===== src/rtl/epp_pkg.sv =====
package epp_pkg;
  localparam int OFS_W = 3;
  localparam logic [OFS_W-1:0] ADDR_PORT = 3'd3;

  typedef enum logic [2:0] {
    ST_IDLE, ST_SETUP, ST_STROBE, ST_RELEASE, ST_DONE, ST_ABORT
  } eppState_e;

  typedef struct packed {
    logic loadOut;    // latch host byte into the outgoing register
    logic captureIn;  // sample the bus into the read register
    logic busActive;  // an EPP cycle owns the bus
    logic driveBus;   // drive the bus during the cycle
  } eppCtl_t;
endpackage


===== src/rtl/epp_ctrl.sv =====
module epp_ctrl
  import epp_pkg::*;
#(
  parameter int TMO_CYC = 500
) (
  input  logic             clk,
  input  logic             rstN,
  input  logic             eppEn,
  input  logic             hostReq,
  input  logic             hostWr,
  input  logic [OFS_W-1:0] hostAddr,
  input  logic             ctlDir,
  input  logic             ctlStrobe,
  input  logic             nWait,
  input  logic             statClr,
  output eppCtl_t          ctl,
  output logic             hostWait,
  output logic             hostDone,
  output logic             nAddrStb,
  output logic             nDataStb,
  output logic             nWrite,
  output logic             statTimeout
);
  localparam int CNT_W = $clog2(TMO_CYC + 1);
  localparam logic [CNT_W-1:0] CNT_LAST = CNT_W'(TMO_CYC - 1);

  eppState_e state;
  logic cycAddr, cycWrite;
  logic [CNT_W-1:0] cnt;
  logic start, ack, expired;

  assign start   = (state == ST_IDLE) && hostReq && eppEn && (hostAddr >= ADDR_PORT);
  assign ack     = (state == ST_STROBE) && nWait;
  assign expired = (state == ST_STROBE) && !nWait && (cnt == CNT_LAST);

  always_ff @(posedge clk or negedge rstN) begin
    if (!rstN) begin
      state       <= ST_IDLE;
      cycAddr     <= 1'b0;
      cycWrite    <= 1'b0;
      cnt         <= '0;
      statTimeout <= 1'b0;
    end else begin
      if (expired)      statTimeout <= 1'b1;
      else if (statClr) statTimeout <= 1'b0;
      unique case (state)
        ST_IDLE: if (start) begin
          state    <= ST_SETUP;
          cycAddr  <= (hostAddr == ADDR_PORT);
          cycWrite <= hostWr && !ctlDir;
          cnt      <= '0;
        end
        ST_SETUP: begin
          state <= ST_STROBE;
          cnt   <= cnt + 1'b1;
        end
        ST_STROBE: begin
          if (ack)          state <= ST_RELEASE;
          else if (expired) state <= ST_ABORT;
          else              cnt   <= cnt + 1'b1;
        end
        ST_RELEASE: state <= ST_DONE;
        ST_DONE:    state <= ST_IDLE;
        ST_ABORT:   state <= ST_IDLE;
        default:    state <= ST_IDLE;
      endcase
    end
  end

  assign hostWait = (state == ST_SETUP) || (state == ST_STROBE) || (state == ST_RELEASE);
  assign hostDone = (state == ST_DONE) || (state == ST_ABORT);
  assign nAddrStb = !((state == ST_STROBE) && cycAddr);
  assign nDataStb = !((state == ST_STROBE) && !cycAddr);
  assign nWrite   = !(hostWait && (cycWrite || ctlStrobe));

  always_comb begin
    ctl.loadOut   = start && hostWr && !ctlDir;
    ctl.captureIn = ack && !cycWrite;
    ctl.busActive = hostWait;
    ctl.driveBus  = cycWrite || ctlStrobe;
  end
endmodule


===== src/rtl/epp_dpath.sv =====
module epp_dpath
  import epp_pkg::*;
#(
  parameter int DATA_W = 8
) (
  input  logic              clk,
  input  logic              rstN,
  input  eppCtl_t           ctl,
  input  logic [DATA_W-1:0] hostWdata,
  input  logic [DATA_W-1:0] pdIn,
  input  logic              ctlDir,
  output logic [DATA_W-1:0] hostRdata,
  output logic [DATA_W-1:0] pdOut,
  output logic              pdOe
);
  logic [DATA_W-1:0] outReg, inReg;

  always_ff @(posedge clk or negedge rstN) begin
    if (!rstN) begin
      outReg <= '0;
      inReg  <= '0;
    end else begin
      if (ctl.loadOut)   outReg <= hostWdata;
      if (ctl.captureIn) inReg  <= pdIn;
    end
  end

  assign pdOut     = outReg;
  assign hostRdata = inReg;
  assign pdOe      = ctl.busActive ? ctl.driveBus : !ctlDir;
endmodule


===== src/rtl/epp_host_port.sv =====
module epp_host_port
  import epp_pkg::*;
#(
  parameter int DATA_W  = 8,
  parameter int TMO_CYC = 500
) (
  input  logic              clk,
  input  logic              rstN,
  input  logic              eppEn,
  input  logic              hostReq,
  input  logic              hostWr,
  input  logic [2:0]        hostAddr,
  input  logic [DATA_W-1:0] hostWdata,
  output logic [DATA_W-1:0] hostRdata,
  output logic              hostWait,
  output logic              hostDone,
  input  logic              ctlDir,
  input  logic              ctlStrobe,
  input  logic              ctlAutofd,
  input  logic              ctlInit,
  input  logic              statClr,
  output logic              statTimeout,
  output logic [DATA_W-1:0] pdOut,
  input  logic [DATA_W-1:0] pdIn,
  output logic              pdOe,
  output logic              nWrite,
  output logic              nAddrStb,
  output logic              nDataStb,
  input  logic              nWait,
  output logic              nStrobe,
  output logic              nAutofd,
  output logic              nInit
);
  eppCtl_t ctl;

  epp_ctrl #(.TMO_CYC(TMO_CYC)) u_ctrl (
    .clk(clk), .rstN(rstN), .eppEn(eppEn), .hostReq(hostReq), .hostWr(hostWr),
    .hostAddr(hostAddr), .ctlDir(ctlDir), .ctlStrobe(ctlStrobe), .nWait(nWait),
    .statClr(statClr), .ctl(ctl), .hostWait(hostWait), .hostDone(hostDone),
    .nAddrStb(nAddrStb), .nDataStb(nDataStb), .nWrite(nWrite),
    .statTimeout(statTimeout)
  );

  epp_dpath #(.DATA_W(DATA_W)) u_dpath (
    .clk(clk), .rstN(rstN), .ctl(ctl), .hostWdata(hostWdata), .pdIn(pdIn),
    .ctlDir(ctlDir), .hostRdata(hostRdata), .pdOut(pdOut), .pdOe(pdOe)
  );

  assign nStrobe = !ctlStrobe;
  assign nAutofd = !ctlAutofd;
  assign nInit   = !ctlInit;
endmodule


===== config.mk =====
export PLATFORM = sky130hd
export DESIGN_NAME = epp_host_port
export DESIGN_NICKNAME = d
export VERILOG_FILES = /design/src/rtl/epp_pkg.sv /design/src/rtl/epp_ctrl.sv /design/src/rtl/epp_dpath.sv /design/src/rtl/epp_host_port.sv
export SDC_FILE = /design/constraint.sdc
export NUM_CORES = 1
export LEC_CHECK = 0
export ABC_AREA = 0
export BUFFER_PORTS_ARGS = -buffer_cell sky130_fd_sc_hd__buf_4
export CAP_MARGIN = 20
export CORE_ASPECT_RATIO = 0.5
export CORE_UTILIZATION = 52
export CTS_CLUSTER_SIZE = 40
export DETAILED_ROUTE_END_ITERATION = 12
export GPL_TIMING_DRIVEN = 0
export PLACE_DENSITY = 0.8
export SLEW_MARGIN = 10
export SYNTH_ARGS = -nofsm -noshare
export SYNTH_HDL_FRONTEND = slang
export SYNTH_SLANG_ARGS = --single-unit

===== constraint.sdc =====
create_clock -name clk -period 5.78 [get_ports clk]
set_clock_uncertainty 0.1 [all_clocks]
set_input_delay 0.289 -clock clk [delete_from_list [all_inputs] [get_ports clk]]
set_output_delay 0.289 -clock clk [all_outputs]
set_load 0.005 [all_outputs]

==> results.json, run 1 <==
{
  "outcome": "complete, no violations",
  "cts-root-buf": "clkbuf_8",
  "cp.required_ns": 5.85,
  "hold_class": "in -> reg",
  "first_pass_iters": 4,
  "synth_seq_cells": 31,
  "synth_edf_count": 0,
  "ant_nets": 0,
  "drc_errors": 0,
  "n_fill_cell": 182,
  "synth_warnings": 0,
  "worst_slack_ns": 3.525,
  "diodes": 0,
  "dp_hpwl_mm": 2.442,
  "wl_per_cell_um": 14.86,
  "yosysUniqueCellTypes": 41,
  "cp-end-kind": "flop",
  "die_area_um2": 3172,
  "yosysTopAreaCell": "dfrtp_1",
  "synth_seq_area_share_pct": 50.78,
  "finalCriticalPeriod_ns": 2.255,
  "mappedNetlistArea_um2": 1528,
  "synth.top_cell.area_share_pct": 50.78,
  "cts.path.max_buffers": 2,
  "drt_wl_total_mm": 3.493,
  "gr-total-overflow": 0,
  "dp.cells": 226,
  "finalSetupViolCount": 0,
  "synthArstFlopShare_pct": 100.0,
  "die_w_um": 78.66,
  "regArea_um2": 775.7,
  "maxCapViolCount": 0,
  "die_h_um": 40.33,
  "grtUsageTotal_pct": 23.98,
  "cts_max_level": 2,
  "clkTransAtPathRegs_ns": 0.07,
  "ys.flop_type": "dfrtp_1",
  "initial_core_util_pct": 56.92,
  "relSlewSlack_pct": 45.90,
  "cts_buffers": 5,
  "tightest_slew_ns": 0.8056,
  "hold_violations": 0,
  "antenna_found_initial": 0,
  "arrival_ns": 2.33,
  "criticalPathCategory": "reg -> reg",
  "grt_pass1_vias": 1193,
  "path_max_fanout": 10,
  "powerDensity_nw_per_um2": 475.9,
  "drv_slew": 0,
  "core_um2": 2684,
  "syn2layout_area_growth_pct": 38.08,
  "finalNonFillerCells": 235,
  "portBuffers": 55,
  "grt_first_pass_wirelength_mm": 5.250,
  "syn_area_per_cell_um2": 11.40,
  "synth_cells": 134,
  "timing.fmax_mhz": 443.4,
  "via_per_inst": 5.391,
  "cts_tree": "built",
  "multiInputGateArea_um2": 689.4,
  "fin_setup_tns_ns": 0,
  "dpl_worst_slack_ns": 3.518,
  "rows": 13,
  "rsz0062_at_grt": "no",
  "power_leakage_nw": 0.9933,
  "ys_top_cells_by_area": "dfrtp_1 (51%), mux2_2 (13%), o31ai_1 (4.9%), nor2_1 (2.2%), nand2b_1 (1.6%)",
  "irDropWorstVdd_v": 0.0003029,
  "ioPinCount": 56,
  "vias": 1267,
  "routabilityCongestion": 0.7654,
  "first_iter_violations": 67,
  "finalCritPeriodShare_pct": 39.02,
  "insertion_delay_ns": 0.28,
  "synth_nets": 165,
  "layout-drive-gt1-share_pct": 44.95,
  "grt_max_degree": 32,
  "clkSinkCount": 31,
  "finalNetCount": 228,
  "cp-start-kind": "flop"
}
==> final timing paths <==
| path | endpoint | startpoint | slack, ns | cells after the start |
|---|---|---|---|---|
| worst max-delay path | u_dpath.pdOut[4] | u_ctrl.state[2] | 3.52 | 4 |
| worst min-delay path | u_ctrl.cycAddr | hostAddr[2] | 0.08 | 2 |
| worst max register to register | u_dpath.pdOut[4] | u_ctrl.state[2] | 3.52 | 4 |
| worst min register to register | u_dpath.hostRdata[6] | u_dpath.hostRdata[6] | 0.40 | 1 |
| max in group asynchronous | u_ctrl.state[0] | rstN | 4.94 | 2 |
| min in group asynchronous | u_dpath.pdOut[4] | rstN | 0.36 | 2 |
==> kinds of logic after synthesis <==
kind of cell | after synthesis | share of synthesized area (%)
mux | 19 | 13.92
flops | 31 | 50.78
fa+ha+maj | 1 | 0.8189
buf+inv | 14 | 4.094
compound gates | 29 | 13.51
simple gates | 39 | 16.30
xor+xnor | 1 | 0.5734
==> sequential cells by signal (all words and copies together) (netlist names) <==
signal	count
u_dpath.pdOut	8
u_ctrl.cycAddr	1
u_dpath.hostRdata	8
u_ctrl.cycWrite	1
u_ctrl.statTimeout	1
u_ctrl.state	3
u_ctrl.cnt	9
==> synth_stat cells, types with 2 or more instances <==
master / number
dfrtp_1: 31
mux2_2: 17
o31ai_1: 10
nor2_1: 9
inv_1: 6
a21oi_1: 4
clkbuf_1: 4
nand2_1: 4
nand2b_1: 4
o21ai_0: 4
a31oi_1: 3
nand3_1: 3
and3_1: 2
buf_2: 2
nor2b_1: 2
nor3b_1: 2
or3_1: 2
or3b_2: 2
==> cells in the final DEF (no fill, tap or decap), drive strengths merged, types with 5 or more instances in the layout <==
cell / Yosys / routed
o31ai: 10 / 10
nor2: 9 / 9
buf: 4 / 59
clkbuf: 4 / 9
o21ai: 5 / 5
mux2: 18 / 18
dfrtp: 31 / 31
inv: 6 / 6
==> layer usage <==
metal	wire length (um)	part of all wire (%)	up-vias	global-route usage [%]
li1	-	-	619	-
met1	1519	43	617	26.09
met2	1776	51	29	43.04
met3	164	4.7	2	8.409
met4	32	0.92	0	14.81
met5	0	0	-	0
==> stage by stage <==
| stage | util [%] | hold slack [ns] | power, W | instance area [um2] |
|---|---|---|---|---|
| 6_report | 78.60 | 0.07954 | 0.001004 | 2110 |
| 5_1_grt | 78.60 | 0.08650 | 0.001058 | 2110 |
| 4_1_cts | 78.60 | 0.06676 | 0.001009 | 2110 |
| 3_5_place_dp | 74.03 | 0.1442 | 0.0007868 | 1987 |
| 3_3_place_gp | 74.03 | 0.1443 | 0.0007692 | 1987 |
| 2_1_floorplan | - | -0.1066 | 0.0005916 | 1528 |
==> critical path, cell delays in order (launching register included) <==
cell	delay (ns)
dfrtp_1	0.38
buf_6	0.14
or4_4	0.55
nor4b_4	0.56
mux2_2	0.41
==> power breakdown <==
part	internal [W]	switching [W]	total, W	leakage (nW)
Sequential	0.000297	0.0000469	0.000344	0.398
Clock	0.000128	0.0000875	0.000216	0.0581
Combinational	0.000246	0.000198	0.000444	0.537
==> cell type report <==
| type | count | area share [%] |
|---|---|---|
| clock buffer | 5 | 3.262 |
| buffer | 8 | 1.898 |
| multi-input combinational | 89 | 32.68 |
| tap | 37 | 2.195 |
| inverter | 6 | 1.068 |
| timing repair buffer | 56 | 20.05 |
| clock inverter | 3 | 2.076 |
| sequential | 31 | 36.77 |
==> timing repair <==
action / 4_1_cts / 5_1_grt
resized for setup: 0 / 0
hold endpoints to repair: 31 / 0
hold buffers: 1 / 0
setup buffers: 0 / 0
(Power assumes the default switching activity.)
==> run 2: changes to the inputs <==
--- a/config.mk
+++ b/config.mk
@@ -5,15 +5,15 @@
 export SDC_FILE = /design/constraint.sdc
 export NUM_CORES = 1
 export LEC_CHECK = 0
-export ABC_AREA = 0
+export ABC_AREA = 1
 export BUFFER_PORTS_ARGS = -buffer_cell sky130_fd_sc_hd__buf_4
 export CAP_MARGIN = 20
 export CORE_ASPECT_RATIO = 0.5
-export CORE_UTILIZATION = 52
+export CORE_UTILIZATION = 50
 export CTS_CLUSTER_SIZE = 40
 export DETAILED_ROUTE_END_ITERATION = 12
 export GPL_TIMING_DRIVEN = 0
-export PLACE_DENSITY = 0.8
+export PLACE_DENSITY = 0.76
 export SLEW_MARGIN = 10
 export SYNTH_ARGS = -nofsm -noshare
 export SYNTH_HDL_FRONTEND = slang
==> constraint.sdc (replaced) <==
create_clock -name clk -period 2.25 [get_ports clk]
set_clock_uncertainty 0.1 [all_clocks]
set_input_delay 0.1125 -clock clk [delete_from_list [all_inputs] [get_ports clk]]
set_output_delay 0.1125 -clock clk [all_outputs]
set_load 0.005 [all_outputs]
==> run 2 against run 1 <==
The flow now finishes with violations (design-rule violations). Non-clock buffer count grew 12. Sequential cell count is the same. Cell count grew 43%. Global-route usage grew 2.0 points. Largest power group unchanged. Highest routed layer unchanged.
==> results.json, run 2 <==
{
  "synth_nets": 245,
  "core_um2": 3118,
  "grt_first_pass_wirelength_mm": 7.238,
  "multiInputGateArea_um2": 797.0,
  "yosys.area_share.simple_pct": 36.93,
  "finalCriticalPeriod_ns": 1.897,
  "cp.required_ns": 2.04,
  "finalNonFillerCells": 336,
  "cts_max_level": 2,
  "ys_top_cells_by_area": "dfrtp_1 (46%), nand2_1 (18%), inv_1 (6.2%), nand3_1 (4.7%), o21ai_2 (4.6%)",
  "grt_pass1_vias": 1690,
  "irDropWorstVdd_v": 0.0006364,
  "routabilityCongestion": 0.8138,
  "wl_per_cell_um": 12.20,
  "post_cts_resized": 0,
  "fin_setup_tns_ns": 0,
  "power_leakage_nw": 1.310,
  "cts.path.max_buffers": 2,
  "cts-root-buf": "clkbuf_8",
  "syn2layout_area_growth_pct": 46.11,
  "regMostFlops": "u_ctrl.cnt",
  "synth_cells": 214,
  "largest_reg_flops": 9,
  "synth_seq_cells": 31,
  "finalNetCount": 326,
  "synth.area.mux_share_pct": 0,
  "die_h_um": 43.28,
  "first_iter_violations": 71,
  "outcome": "complete, but fails checks",
  "final_cell_mix": "nand2_1 (81), buf_4 (55), dfrtp_1 (31), inv_1 (28), dlygate4sd3_1 (19)",
  "grtUsageTotal_pct": 25.96,
  "timing.fmax_mhz": 527.0,
  "drv_slew": 0,
  "synth_xor_area_share_pct": 0,
  "n_fill_cell": 211,
  "first_pass_iters": 8,
  "initial_core_util_pct": 54.65,
  "insertion_delay_ns": 0.29,
  "synth_top_family_by_area": "simple AND/OR/NAND/NOR gates",
  "drt_wl_total_mm": 4.098,
  "rows": 14,
  "dp_hpwl_mm": 2.677,
  "clkTransAtPathRegs_ns": 0.07,
  "rsz0062_at_grt": "no",
  "powerDensity_nw_per_um2": 1115,
  "final_common_cell": "nand2_1",
  "cpPeakStageDelay_ns": 0.44,
  "cts_tree": "built",
  "syn_area_per_cell_um2": 7.963,
  "clkSinkCount": 31,
  "ant_nets": 0,
  "diodes": 0,
  "tightest_slew_ns": 0.3887,
  "cts_setup_buffers": 0,
  "synthAdderAreaFrac_pct": 0.7342,
  "ioPinCount": 56,
  "ys_top_cells_by_count": "nand2_1 (81), dfrtp_1 (31), inv_1 (28)",
  "gr-total-overflow": 0,
  "layout-drive-gt1-share_pct": 29.39,
  "maxCapViolCount": 0,
  "dp.cells": 309,
  "cts_buffers": 5,
  "arrival_ns": 1.68,
  "drc_errors": 3,
  "synth_edf_count": 0,
  "critical-path-slowest-cell": "dfrtp_1",
  "synth_compound_area_share_pct": 9.104,
  "path_max_fanout": 6,
  "synth.most_common_cell": "nand2_1",
  "mappedNetlistArea_um2": 1704,
  "synth_warnings": 0,
  "ys.flop_type": "dfrtp_1",
  "finalSetupViolCount": 0,
  "relSlewSlack_pct": 74.09,
  "cts_hold_buf": 19,
  "portBuffers": 55,
  "violations": "design-rule violations",
  "cp_cell_sequence": "nor2_4 > nand2_4 > nand2_2 > inv_1 > nand2_1 > o21ai_2 > o21ai_0 > buf_4",
  "hold_violations": 0,
  "grt_max_degree": 32,
  "cp-start-kind": "flop",
  "synthArstFlopShare_pct": 100.0,
  "die_w_um": 84.56,
  "vias": 1696,
  "yosysTopAreaCell": "dfrtp_1",
  "via_per_inst": 5.048,
  "regArea_um2": 775.7,
  "criticalPathCategory": "reg -> out",
  "hold_class": "in -> reg",
  "die_area_um2": 3660,
  "synth.top_cell.area_share_pct": 45.52,
  "finalCritPeriodShare_pct": 84.33,
  "yosysUniqueCellTypes": 22,
  "cp-end-kind": "primary output",
  "antenna_found_initial": 0,
  "synth_seq_area_share_pct": 45.52
}
run 2: worst paths after layout:
path / endpoint / slack (ns) / cells after the start / start
max: pdOe / 0.35 / 8 / u_ctrl.state[2]
min: u_ctrl.cycAddr / 0.01 / 3 / hostAddr[1]
max reg2reg: u_dpath.hostRdata[2] / 0.61 / 6 / u_ctrl.state[2]
min reg2reg: u_dpath.hostRdata[6] / 0.38 / 2 / u_dpath.hostRdata[6]
max in group asynchronous: u_ctrl.cnt[8] / 1.55 / 2 / rstN
min in group asynchronous: u_dpath.pdOut[7] / 0.20 / 2 / rstN
run 2: metrics by stage:
stage | setup slack [ns] | hold slack (ns) | power (W) | util (%) | cell area, um2
CTS | 0.3506 | 0.008226 | 0.002769 | 79.86 | 2490
global placement | 0.6679 | -0.03231 | 0.002044 | 69.50 | 2167
detailed placement | 0.6418 | -0.02580 | 0.002073 | 69.50 | 2167
floorplan | 0.8166 | -0.2831 | 0.001566 | - | 1704
global route | 0.1437 | 0.03701 | 0.002974 | 79.86 | 2490
finish | 0.3526 | 0.01035 | 0.002775 | 79.86 | 2490
run 2: where the power goes:
part           leakage (nW)  switching, W  internal (W)
Sequential            0.408      0.000160      0.000753
Combinational         0.837      0.000657      0.000550
Clock                0.0654      0.000213      0.000443
Total                  1.31       0.00103       0.00175
run 2: critical path: cells and delay by family (launching register included):
kind	cells	cell delay, ns
AOI/OAI and AO/OA	2	0.14
buffers and inverters	2	0.26
DFF	1	0.44
and+or+nand+nor	4	0.55
run 2: layer usage:
layer  share of wire (%)  vias to the layer above  GRT usage, %
li1                    -                      827             -
met1                  43                      807         30.15
met2                  51                       54         47.15
met3                 5.1                        8         7.198
met4                 1.2                        0         8.814
met5                   0                        -             0
run 2: cell type report:
cell class	count	area share (%)
repair buffers	74	24.22
flip-flops and latches	31	31.16
plain buffers	2	0.9045
well taps	40	2.010
clock inverters	2	2.412
inverters	29	4.372
multi-input cells	152	32.01
clock buffers	6	2.915
run 2: cell families (layout without fill, tap and decap cells):
family	Yosys count	in the layout
compound gates	22	22
fa+ha+maj	1	1
buf+inv	31	113
flops	31	31
simple gates	129	129
==> run 3: changes to the inputs <==
--- a/config.mk
+++ b/config.mk
@@ -5,15 +5,15 @@
 export SDC_FILE = /design/constraint.sdc
 export NUM_CORES = 1
 export LEC_CHECK = 0
-export ABC_AREA = 1
+export ABC_AREA = 0
 export BUFFER_PORTS_ARGS = -buffer_cell sky130_fd_sc_hd__buf_4
 export CAP_MARGIN = 20
 export CORE_ASPECT_RATIO = 0.5
-export CORE_UTILIZATION = 50
+export CORE_UTILIZATION = 48
 export CTS_CLUSTER_SIZE = 40
 export DETAILED_ROUTE_END_ITERATION = 12
 export GPL_TIMING_DRIVEN = 0
-export PLACE_DENSITY = 0.76
+export PLACE_DENSITY = 0.75
 export SLEW_MARGIN = 10
 export SYNTH_ARGS = -nofsm -noshare
 export SYNTH_HDL_FRONTEND = slang
==> constraint.sdc (replaced) <==
create_clock -name clk -period 1.9 [get_ports clk]
set_clock_uncertainty 0.1 [all_clocks]
set_input_delay 0.095 -clock clk [delete_from_list [all_inputs] [get_ports clk]]
set_output_delay 0.095 -clock clk [all_outputs]
set_load 0.005 [all_outputs]
==> run 3 against run 2 <==
The run ends with negative setup slack left. Non-clock buffer count increased by 21. Hold slack improved by 0.067 ns. Die area decreased by 6.4%. Via count decreased by 1.9%. Core utilization increased by 9.2 points. Critical path depth decreased by 3. Cell count decreased by 19%. Power increased by 45%. Register-to-register slack got worse by 0.92 ns. Combinational power increased by 81%. Critical path type is now reg -> reg.
==> results.json, run 3 (synthesis gave the netlist of run 1 again) <==
{
  "outcome": "complete, but fails checks",
  "violations": "negative setup slack",
  "rows": 14,
  "cts_buffers": 5,
  "final_common_cell": "buf_4",
  "regMostFlops": "u_ctrl.cnt",
  "timing.critical_path.buf_inv": 2,
  "placed_area_um2": 2016,
  "holdWs_ns": 0.07738,
  "rr_worst_depth": 5,
  "syn2layout_area_growth_pct": 75.68,
  "finalSetupViolCount": 28,
  "finalCritPeriodShare_pct": 116.4,
  "final_area_um2": 2684,
  "critical_path.most_common_cell": "buf_6",
  "worst-path-stages": 5,
  "clkSinkCount": 31,
  "first_iter_violations": 163,
  "cp-end-kind": "flop",
  "worst_slack_ns": -0.3108,
  "die_w_um": 81.79,
  "irDropWorstVdd_v": 0.0009795,
  "hold_class": "in -> reg",
  "hold_violations": 0,
  "crit_start": "u_ctrl.state[2]",
  "rr_endpoint": "u_dpath.pdOut[1]",
  "finalNetCount": 261,
  "finalCriticalPeriod_ns": 2.211,
  "antenna_found_initial": 1,
  "cts_tree": "built",
  "die_area_um2": 3426,
  "rsz0062_at_grt": "yes",
  "insertion_delay_ns": 0.29,
  "maxCapViolCount": 0,
  "path_max_fanout": 7,
  "cts-root-buf": "clkbuf_8",
  "largest_reg_flops": 9,
  "clkTransAtPathRegs_ns": 0.07,
  "drc_errors": 0,
  "ioPinCount": 56,
  "tightest_slew_ns": 0.7286,
  "cts.path.max_buffers": 2,
  "postLayoutCoreUtil_pct": 89.08,
  "power_leakage_nw": 1.246,
  "powerDensity_nw_per_um2": 1496,
  "cp-start-kind": "flop",
  "via_per_inst": 6.118,
  "cp.required_ns": 1.97,
  "first_pass_iters": 4,
  "critPathTopFamily": "simple AND/OR/NAND/NOR gates",
  "initial_core_util_pct": 50.71,
  "reg2reg_from": "u_ctrl.state[2]",
  "cpPeakStageDelay_ns": 0.56,
  "gr-total-overflow": 0,
  "dp_hpwl_mm": 2.425,
  "cp_cell_sequence": "buf_6 > or4_4 > nor4b_4 > buf_6 > mux2_4",
  "grt_max_degree": 32,
  "endpoint": "u_dpath.pdOut[1]",
  "cts_max_level": 2,
  "ant_nets": 0,
  "dpl_worst_slack_ns": -0.3472,
  "timing.fmax_mhz": 452.3,
  "wl_per_cell_um": 23.16,
  "portBuffers": 55,
  "criticalPathCategory": "reg -> reg",
  "core_um2": 3013,
  "arrival_ns": 2.29,
  "vias": 1664,
  "grtUsageTotal_pct": 31.00,
  "reg2reg_slack_ns": -0.31,
  "drv_slew": 0,
  "relSlewSlack_pct": 51.43,
  "critical-path-slowest-cell": "or4_4",
  "die_h_um": 41.89,
  "routabilityCongestion": 0.8280,
  "grt_first_pass_wirelength_mm": 7.514,
  "drt_wl_total_mm": 6.299,
  "layout-drive-gt1-share_pct": 55.84,
  "grt_pass1_vias": 1509,
  "final_cell_mix": "buf_4 (68), dfrtp_1 (31), dlygate4sd3_1 (19), mux2_4 (11)"
}
==> run 3: cell types whose count changed in the layout (fill, tap and decap cells not counted), sizes merged, moves of 4 or more <==
cell	before	now
nand2b	0	4
mux2	0	18
nor2	18	9
nand2	85	4
inv	28	6
o21ai	13	5
buf	57	75
o31ai	1	10
nand3	16	3
nand3b	5	0
==> run 3: repair_timing <==
item / in CTS / in global routing
endpoints found under the hold margin: 49 / 0
pin swaps: 5 / 9
hold buffers: 19 / 0
resized for setup: 25 / 26
setup endpoints to repair: 28 / 32
setup buffers: 8 / 9
==> run 3: worst reg2reg max path, stage by stage (launching register included) <==
cell and delay, ns:
dfrtp_1 0.40, buf_6 0.14, or4_4 0.56, nor4b_4 0.37, buf_6 0.21, mux2_4 0.32
==> run 3: area by class of cell <==
cell class                 count  area [um2]
multi-input combinational     89       919.6
sequential                    31       775.7
timing repair buffer          91       749.5
fill                         115       329.1
clock buffer                   6       82.58
tap                           40       50.05
buffer                         6       46.29
clock inverter                 2       35.03
inverter                       6       22.52
antenna                        1       2.502
==> run 3: how the worst min path moves through the flow <==
stage	start	end	slack [ns]	cells after the start
2_1_floorplan	rstN	u_ctrl.cnt[0]	-0.30	0
3_3_place_gp	rstN	u_dpath.hostRdata[2]	-0.05	1
3_5_place_dp	rstN	u_dpath.hostRdata[2]	-0.04	1
4_1_cts	hostAddr[1]	u_ctrl.cycAddr	0.001	3
5_1_grt	hostAddr[1]	u_ctrl.cycAddr	0.06	3
6_report	hostAddr[1]	u_ctrl.cycAddr	0.08	3
==> run 3: routing by layer <==
layer  up-vias  global-route usage (%)  share of wire [%]
li1        686                       -                  -
met3        32                   9.011                8.4
met4         0                   12.28                3.7
met1       815                   40.46                 39
met5         -                       0                  0
met2       131                   48.60                 49
==> run 3: through the flow <==
step           setup TNS (ns)  instances  power, W
2_1_floorplan          -1.852        134  0.001849
3_3_place_gp           -3.667        229  0.002397
3_5_place_dp           -3.889        229  0.002444
4_1_cts                -2.491        264  0.003470
5_1_grt                -5.135        272  0.004132
6_report               -4.866        272  0.004016
==> run 3: report_power, final <==
group,total [W],switching [W],internal [W]
clock network,0.000707,0.000282,0.000425
logic,0.00219,0.000967,0.00122
registers,0.00112,0.000218,0.000904
